File: src/rtl/cic_pkg.sv
package cic_pkg;
  localparam int CIC_ORDER = 3;
  localparam int STEP_W = $clog2(CIC_ORDER);

  typedef struct packed {
    logic              clr;
    logic              accept;
    logic              snap;
    logic              stepEn;
    logic [STEP_W-1:0] step;
    logic              finish;
  } ctrlStrobe_t;
endpackage

File: src/rtl/cic_ctrl.sv
module cic_ctrl
  import cic_pkg::*;
#(
  parameter int LOG2_MIN   = 6,
  parameter int NUM_RATIOS = 3,
  localparam int SELW      = $clog2(NUM_RATIOS),
  localparam int CNTW      = LOG2_MIN + NUM_RATIOS - 1
) (
  input  logic            clk,
  input  logic            rst,
  input  logic [SELW-1:0] ratioSel,
  input  logic            inValid,
  output ctrlStrobe_t     strobe
);
  logic [SELW-1:0]   ratioQ;
  logic [SELW-1:0]   selIdx;
  logic [CNTW-1:0]   cnt;
  logic [CNTW-1:0]   cntLimit;
  logic              busy;
  logic [STEP_W-1:0] phase;
  logic              clr;
  logic              accept;
  logic              snap;

  always_comb begin
    selIdx   = (ratioSel > SELW'(NUM_RATIOS - 1)) ? SELW'(NUM_RATIOS - 1) : ratioSel;
    cntLimit = CNTW'((1 << (LOG2_MIN + int'(selIdx))) - 1);
    clr      = rst || (ratioSel != ratioQ);
    accept   = inValid && !clr;
    snap     = accept && (cnt == cntLimit);
  end

  always_ff @(posedge clk) begin
    ratioQ <= ratioSel;
    if (clr) begin
      cnt   <= '0;
      busy  <= 1'b0;
      phase <= '0;
    end else begin
      if (accept) cnt <= (cnt == cntLimit) ? '0 : cnt + 1'b1;
      if (snap) begin
        busy  <= 1'b1;
        phase <= '0;
      end else if (busy) begin
        if (phase == STEP_W'(CIC_ORDER - 1)) busy <= 1'b0;
        phase <= phase + 1'b1;
      end
    end
  end

  always_comb begin
    strobe.clr    = clr;
    strobe.accept = accept;
    strobe.snap   = snap;
    strobe.stepEn = busy && !clr;
    strobe.step   = phase;
    strobe.finish = busy && !clr && (phase == STEP_W'(CIC_ORDER - 1));
  end
endmodule

File: src/rtl/cic_datapath.sv
module cic_datapath
  import cic_pkg::*;
#(
  parameter int LOG2_MIN   = 6,
  parameter int NUM_RATIOS = 3,
  parameter int OUTW       = 17,
  localparam int SELW      = $clog2(NUM_RATIOS),
  localparam int W         = 1 + CIC_ORDER * (LOG2_MIN + NUM_RATIOS - 1)
) (
  input  logic            clk,
  input  logic            rst,
  input  logic [SELW-1:0] ratioSel,
  input  logic            inBit,
  input  ctrlStrobe_t     strobe,
  output logic [OUTW-1:0] outData,
  output logic            outValid
);
  localparam int TOP_LSB = W - OUTW;

  logic [W-1:0] integ     [CIC_ORDER];
  logic [W-1:0] integNext [CIC_ORDER];
  logic [W-1:0] combDly   [CIC_ORDER];
  logic [W-1:0] snapReg;
  logic [W-1:0] work;
  logic [W-1:0] minuend;
  logic [W-1:0] subtr;
  logic [W-1:0] diff;
  logic [W-1:0] shifted;
  logic [SELW-1:0] selIdx;
  int lsbPos;

  for (genvar k = 0; k < CIC_ORDER; k++) begin : g_integ
    if (k == 0) begin : g_first
      assign integNext[k] = integ[k] + W'(inBit);
    end else begin : g_rest
      assign integNext[k] = integ[k] + integ[k-1];
    end
    always_ff @(posedge clk) begin
      if (strobe.clr) integ[k] <= '0;
      else if (strobe.accept) integ[k] <= integNext[k];
    end
  end

  for (genvar k = 0; k < CIC_ORDER; k++) begin : g_comb
    always_ff @(posedge clk) begin
      if (strobe.clr) combDly[k] <= '0;
      else if (strobe.stepEn && strobe.step == STEP_W'(k)) combDly[k] <= minuend;
    end
  end

  always_comb begin
    minuend = (strobe.step == '0) ? snapReg : work;
    subtr = '0;
    for (int k = 0; k < CIC_ORDER; k++) begin
      if (strobe.step == STEP_W'(k)) subtr = combDly[k];
    end
    diff    = minuend - subtr;
    selIdx  = (ratioSel > SELW'(NUM_RATIOS - 1)) ? SELW'(NUM_RATIOS - 1) : ratioSel;
    lsbPos  = TOP_LSB - (NUM_RATIOS - 1 - int'(selIdx)) * CIC_ORDER;
    shifted = diff >> lsbPos;
  end

  always_ff @(posedge clk) begin
    if (strobe.clr) begin
      snapReg <= '0;
      work    <= '0;
    end else begin
      if (strobe.snap) snapReg <= integNext[CIC_ORDER-1];
      if (strobe.stepEn) work <= diff;
    end
  end

  always_ff @(posedge clk) begin
    if (rst) begin
      outData  <= '0;
      outValid <= 1'b0;
    end else begin
      outValid <= strobe.finish;
      if (strobe.finish) outData <= shifted[OUTW-1:0];
    end
  end
endmodule

File: src/rtl/cic_decimator.sv
module cic_decimator
  import cic_pkg::*;
#(
  parameter int LOG2_MIN   = 6,
  parameter int NUM_RATIOS = 3,
  parameter int OUTW       = 17
) (
  input  logic                          clk,
  input  logic                          rst,
  input  logic [$clog2(NUM_RATIOS)-1:0] ratioSel,
  input  logic                          inValid,
  input  logic                          inBit,
  output logic [OUTW-1:0]               outData,
  output logic                          outValid
);
  ctrlStrobe_t strobe;

  cic_ctrl #(.LOG2_MIN(LOG2_MIN), .NUM_RATIOS(NUM_RATIOS)) u_ctrl (
    .clk(clk), .rst(rst), .ratioSel(ratioSel), .inValid(inValid), .strobe(strobe)
  );

  cic_datapath #(.LOG2_MIN(LOG2_MIN), .NUM_RATIOS(NUM_RATIOS), .OUTW(OUTW)) u_dp (
    .clk(clk), .rst(rst), .ratioSel(ratioSel), .inBit(inBit), .strobe(strobe),
    .outData(outData), .outValid(outValid)
  );
endmodule

File: config.mk
export PLATFORM = sky130hd
export DESIGN_NAME = cic_decimator
export DESIGN_NICKNAME = d
export VERILOG_FILES = /design/src/rtl/cic_pkg.sv /design/src/rtl/cic_ctrl.sv /design/src/rtl/cic_datapath.sv /design/src/rtl/cic_decimator.sv
export SDC_FILE = /design/constraint.sdc
export NUM_CORES = 1
export LEC_CHECK = 0
export ABC_AREA = 0
export BUFFER_PORTS_ARGS = -buffer_cell sky130_fd_sc_hd__clkbuf_2
export CAP_MARGIN = 10
export CORE_ASPECT_RATIO = 0.7
export CORE_MARGIN = 4
export CORE_UTILIZATION = 25
export DETAILED_ROUTE_END_ITERATION = 8
export GPL_TIMING_DRIVEN = 0
export HOLD_SLACK_MARGIN = 0.1
export SETUP_SLACK_MARGIN = 0.4
export SYNTH_ARGS = -nofsm -noshare
export SYNTH_HDL_FRONTEND = slang
export SYNTH_SLANG_ARGS = --single-unit
File: constraint.sdc
create_clock -name clk -period 12.29 [get_ports clk]
set_input_delay 2.458 -clock clk [delete_from_list [all_inputs] [get_ports clk]]
set_output_delay 2.458 -clock clk [all_outputs]
set_load 0.005 [all_outputs]
=== After elaboration in Yosys (flattened, before gate mapping) ===
Memories as Yosys holds them, arrays and structs flattened.
Index checks and enable logic that the tools add are counted.

* Add/subtract/negate cells: 10
* Multiply operators: 1
* $lt $le $gt $ge: 1
* Equal/unequal tests: 4
* Shift-type cells: 2
* Muxes and demuxes: 29
* Bitwise gates (word level): 6
* Reduce and logical (&&, ||, !) cells: 10

{| class="wikitable"
|+ Operators by type and width
! cell !! number
|-
| $mux W25 || 10
|-
| $add A25 B25 Y25 || 2
|-
| $mul A32 B3 Y32 const B || 1
|-
| $shl A1 B32 Y8 const A || 1
|-
| $shr A25 B32 Y17 || 1
|-
| $sub A5 B32 Y32 const A || 1
|-
| $add A25 B1 Y25 || 1
|-
| $sub A25 B25 Y25 || 1
|-
| $mux W1 || 17
|-
| $add A8 B1 Y8 const B || 1
|-
| $eq A8 B8 Y1 || 1
|-
| $mux W8 || 1
|-
| $sub A8 B2 Y8 const B || 1
|-
| $logic_and A1 B1 Y1 || 6
|-
| $or A1 B1 Y1 || 6
|-
| $add A3 B2 Y4 const A || 1
|-
| $sub A2 B2 Y3 const A || 1
|-
| $add A2 B1 Y2 const B || 1
|-
| $eq A2 B1 Y1 const B || 1
|-
| $eq A2 B2 Y1 const B || 1
|-
| $gt A2 B2 Y1 const B || 1
|-
| $logic_not A2 Y1 || 1
|-
| $mux W2 || 1
|-
| $ne A2 B2 Y1 || 1
|-
| 3 further kinds || 3
|}

* Register bits after elaboration: 81
* RAM bits: 150
* Input port bits: 6
* Output and inout port bits: 18
* Word-level logic and storage cells: 73
* Memories kept: 2

{| class="wikitable"
|+ Memories
! name !! words !! bits a word !! read ports !! clocked after Yosys merged registers in !! wr ports !! RTL line !! source
|-
| u_dp.combDly || 3 || 25 || 3 || 0 || 3 || cic_datapath.sv:22 || <nowiki>logic [W-1:0] combDly [CIC_ORDER];</nowiki>
|-
| u_dp.integ || 3 || 25 || 3 || 0 || 3 || cic_datapath.sv:20 || <nowiki>logic [W-1:0] integ [CIC_ORDER];</nowiki>
|}

=== Logic depth before layout (Yosys ltp) ===
* Depth after elaboration: 9
* Gate-level depth with buffers: 19
* Gate-level depth less buffers: 17

=== Hierarchy ===
From an unflattened synthesis, not the netlist that was laid out.

* Cells, all modules: 1478
* Area total of the unflattened synthesis: 14149.8 µm²

{| class="wikitable"
|+ Modules (own cells, without submodules)
! module !! instances !! cells an instance !! area each (µm²)
|-
| cic_datapath || 1 || 1406 || 13469.2
|-
| cic_ctrl || 1 || 72 || 680.7
|}

=== Worst setup path before layout ===
No wires, ideal clock.

* Path kind: input port to flip-flop
* Start: input port ratioSel[0]
* End: memory u_dp.integ[0][0] (netlist bit), enable pin
* Setup time: 0.773 ns
* Arrival time: 4.592 ns
* Required time: 11.517 ns
* Path slack: 6.924 ns
* Stages on the path: 5
* Path through: buf_2 > xor2_1 > nor3_1 > clkbuf_1 > nand2b_1

{| class="wikitable"
|+ RTL lines
! item !! RTL line !! source
|-
| start, declared || cic_decimator.sv:10 || <nowiki>input logic [$clog2(NUM_RATIOS)-1:0] ratioSel,</nowiki>
|-
| end, declared || cic_datapath.sv:20 ||
|}

=== Final worst setup path ===
* Start: register u_ctrl.phase[0]
* End: register u_dp.outData[14]

* Longest elaborated chain between the ends: 6
* Elaborated cells on any way between the ends: 10
* Those cells by class: add/sub: 1; eq/ne: 2; shift: 1; mux: 4; reduce/logical: 2

{| class="wikitable"
|+ Ends and longest elaborated chain
! item !! RTL line !! source
|-
| start, declared || cic_ctrl.sv:20 || <nowiki>logic [STEP_W-1:0] phase;</nowiki>
|-
| start signal, assigned || cic_ctrl.sv:46 || <nowiki>phase <= phase + 1'b1;</nowiki>
|-
| $logic_not A2 Y1 || cic_datapath.sv:52, cic_datapath.sv:55 ||
|-
| $mux W25 (3 in series) || cic_datapath.sv:55 || <nowiki>if (strobe.step == STEP_W'(k)) subtr = combDly[k];</nowiki>
|-
| $sub A25 B25 Y25 || cic_datapath.sv:57 || <nowiki>diff = minuend - subtr;</nowiki>
|-
| $shr A25 B32 Y17 || cic_datapath.sv:60 || <nowiki>shifted = diff >> lsbPos;</nowiki>
|-
| end signal, assigned || cic_datapath.sv:79 || <nowiki>if (strobe.finish) outData <= shifted[OUTW-1:0];</nowiki>
|-
| end, declared || cic_datapath.sv:15 || <nowiki>output logic [OUTW-1:0] outData,</nowiki>
|}

Parallel ways exist; a longest one is shown, timed or not.
A chain may end at the register's enable or synchronous reset.

==> impl_summary.log <==
INFO  metric synth.yosys.warnings = 0
INFO  metric critical_path_buf_inv_count = 4
INFO  metric vdd_drop_max = 0.117 mV
INFO  metric criticalPathCategory = flop to flop
INFO  metric grt_remaining_overflow = 0
INFO  metric finalCritPeriodShare = 0.443
INFO  metric cts-resized-gates = 0
INFO  metric initialDrtViolationCount = 833
INFO  metric vias_per_cell = 4.84
INFO  metric worst_setup_hold_path_clk_slew = 60 ps
INFO  metric number_of_global_route_vias_before_repair = 9795
INFO  metric total_global_route_track_usage = 0.119
INFO  metric nets = 1492
INFO  metric num_io_pins = 24
INFO  metric tritoncts.num_buffers = 26
INFO  metric number_of_flops_mapped_to_enable_cells_by_yosys = 150
INFO  metric tritoncts_clock_tree = yes
INFO  metric crit_path_top_delay_cell = nor2b_1
INFO  metric grt_first_pass_wirelength = 54000 um
INFO  metric synth_area_per_cell = 9.76 um^2
INFO  metric finalHoldViolations = 0
INFO  metric layout.cells.most_common_list = nor2_1 (239), edfxtp_1 (150), a21oi_1 (97)
INFO  metric starting_utilization_of_the_core_area = 0.252
INFO  metric setup_viol = 0
INFO  metric grt_start_max_net_pins = 45
INFO  metric drc = 0
INFO  metric pre_cts_ws = 6420 ps
INFO  metric p_leak = 6.21 nW
INFO  metric htreeDepth = 1
INFO  metric timing_worst_slew_pin_value = 1060 ps
INFO  metric maxCapViolCount = 0
INFO  metric worst_ep_required_time = 12710 ps
INFO  metric most_instantiated_flip_flop_cell_in_the_synthesis_netlist = edfxtp_1
INFO  metric clock_skew = 17.8 ps
INFO  metric nFillCells = 5410
INFO  metric startpoint_type = flop
INFO  metric slew_violations = 0
INFO  metric dr.pass1.iters = 5
INFO  metric die_w = 282 um
INFO  metric portBuffers = 22
INFO  metric synth-seq-area-share = 0.466
INFO  metric area_growth_syn_to_layout = 15.3%
INFO  metric power-per-cell-area = 125 nW/um^2
INFO  metric critPathTopFamily = compound AO/OA/AOI/OAI gates
INFO  metric drt_wl_total = 33900 um
INFO  metric cts.hold.buffers_added = 0
INFO  metric core_region_area = 52100 um^2
INFO  metric area_of_the_mapped_netlist = 13200 um^2
INFO  metric drtAntennaViolNets = 0
INFO  metric rows = 70
INFO  metric final_layout_size_suffix_gt1_frac = 0.0703
INFO  metric cts_num_sinks = 231
INFO  metric unrepaired_setup_endpoints_after_global_routing = no
INFO  metric final_common_cell = nor2_1
INFO  metric synth.net_count = 1438
INFO  metric worst_setup_path_end_kind = flop
INFO  metric place.detailed.hpwl = 25100 um
INFO  metric max_clock_freq = 184 MHz
INFO  metric asyncSetResetFlopFracSynth = 0
INFO  metric postCtsSetupRepairBufs = 0
INFO  metric synthesis.instances = 1348
INFO  metric crit_fanout = 10
INFO  metric yosys.cell_types.count = 71
INFO  metric drt-wirelength-per-cell = 16.1 um
INFO  metric cts-root-buf = clkbuf_16
INFO  metric worst_hold_path_type = flop to flop
INFO  metric cts_max_path_buffers = 3
INFO  metric die_height = 200 um
INFO  metric postSynthRegisterBits = 231
INFO  metric die_area = 56400 um^2
INFO  metric crit_arrival = 5860 ps
INFO  metric antenna_violations_before_repair = 0
INFO  metric globalplace.congestion = 0.872
INFO  metric num_antenna_cells = 0
INFO  metric clock_network_latency_to_the_later_pin_of_the_worst_skew_pair = 550 ps
INFO  metric route.vias.total = 10199
INFO  metric maxSlewHeadroom = 0.296
INFO  metric critPathMaxStageDelay = 700 ps
INFO  metric status = completed
INFO  metric postLayoutSetupSlackWorst = 6840 ps
INFO  metric fin_hold_ws = 463 ps
INFO  metric final.setup.tns = 0 ps
INFO  metric crit_path_cell_trace = inv_1 > ha_1 > clkbuf_1 > nor2b_1 > clkbuf_1 > a22oi_1 > nor2_1 > a21oi_1 > ha_1 > clkbuf_2 > a21oi_1 > o32ai_1 > nor4_1 > o31ai_1 > a31o_2 > a2111oi_2 > o21ba_2 > xor2_1 > o221ai_1
INFO  metric finalCriticalPeriod = 5450 ps
[cells in the mapped netlist, types with 3 or more instances]
cell | instances | area share
nor2_1 | 239 | 0.068
edfxtp_1 | 150 | 0.34
a21oi_1 | 97 | 0.037
dfxtp_1 | 81 | 0.12
ha_1 | 81 | 0.077
o21ai_0 | 66 | 0.025
nand2_1 | 58 | 0.017
clkbuf_1 | 56 | 0.016
mux2i_1 | 53 | 0.040
nand3_1 | 52 | 0.020
xor2_1 | 52 | 0.035
inv_1 | 51 | 0.015
xnor2_1 | 38 | 0.025
a21o_1 | 33 | 0.019
a22oi_1 | 23 | 0.013
and3_1 | 19 | 0.0090
o21a_1 | 18 | 0.010
o211ai_1 | 13 | 0.0074
nand2b_1 | 12 | 0.0057
a211oi_1 | 11 | 0.0063
nor2b_1 | 11 | 0.0052
and2_1 | 10 | 0.0048
nand4_1 | 10 | 0.0048
or3_1 | 8 | 0.0038
nor3_1 | 7 | 0.0027
a31oi_1 | 6 | 0.0029
o21bai_1 | 6 | 0.0034
o31ai_1 | 6 | 0.0034
a31o_2 | 5 | 0.0033
buf_1 | 5 | 0.0014
mux2_2 | 5 | 0.0043
o21ai_1 | 5 | 0.0019
or2_2 | 4 | 0.0019
a211o_1 | 3 | 0.0020
a32o_1 | 3 | 0.0023
fa_1 | 3 | 0.0046
nor4_1 | 3 | 0.0014
o31a_1 | 3 | 0.0020
o41ai_1 | 3 | 0.0020
[power breakdown]
group | internal, W | total [W] | switching [W]
clock network | 0.000494 | 0.000836 | 0.000342
registers | 0.000850 | 0.000863 | 0.0000126
logic | 0.0000695 | 0.000194 | 0.000125
[worst register-to-register path, delay by kind of cell (launching register included)]
| kind | cells | cell delay [ps] |
|---|---|---|
| and+or+nand+nor | 3 | 1120 |
| buffers and inverters | 4 | 1260 |
| xor gates and xnor gates | 1 | 310 |
| AOI/OAI and AO/OA | 9 | 1810 |
| DFF | 1 | 340 |
| adders and majority gates | 2 | 470 |
[layout make-up]
type | count | area, um^2 | share of cell area
inverter | 51 | 191 | 0.0126
sequential | 231 | 6130 | 0.404
timing repair buffer | 26 | 220 | 0.0145
buffer | 63 | 239 | 0.0158
tap | 684 | 856 | 0.0564
clock inverter | 12 | 106 | 0.00701
multi-input combinational | 1003 | 6600 | 0.435
clock buffer | 36 | 825 | 0.0544
[kinds of logic (layout without fill, tap and decap cells)]
group	count (synthesis)	after routing	synth area share
fa+ha+maj	84	84	0.0816
buf+inv	114	188	0.0327
flops	231	231	0.466
mux	58	58	0.0446
xor+xnor	90	90	0.0599
compound gates	328	328	0.165
simple gates	443	443	0.151
[per-layer routing]
metal,part of all wire,vias up,wire [um],global-route usage
met5,0,-,0,0
met4,0.023,0,774,0.0284
met3,0.064,49,2180,0.0162
met2,0.39,287,13400,0.171
met1,0.52,4890,17600,0.187
li1,-,4973,-,-
[final timing paths]
kind | from | endpoint | slack, ps | depth (start not counted)
max | u_ctrl.phase[0] | u_dp.outData[14] | 6840 | 19
min | u_dp.outData[1] | u_dp.outData[1] | 460 | 2
max reg2reg | u_ctrl.phase[0] | u_dp.outData[14] | 6840 | 19
min reg2reg | u_dp.outData[1] | u_dp.outData[1] | 460 | 2
[sequential cells by signal (all words and copies together), names as in the netlist, 2 cells and up]
signal / cells
u_dp.outData: 17
u_ctrl.cnt: 8
u_dp.snapReg: 25
u_dp.combDly: 75
u_ctrl.phase: 2
u_dp.work: 25
u_ctrl.ratioQ: 2
u_dp.integ: 75
[stage by stage]
stage           util  power, W  instance area [um^2]  std cells
2_1_floorplan      -   0.00101                 13200       1348
3_3_place_gp   0.271   0.00106                 14100       2054
3_5_place_dp   0.273   0.00107                 14200       2057
4_1_cts        0.290   0.00191                 15100       2105
5_1_grt        0.291   0.00196                 15200       2106
6_report       0.291   0.00189                 15200       2106
(Power assumes the default switching activity.)
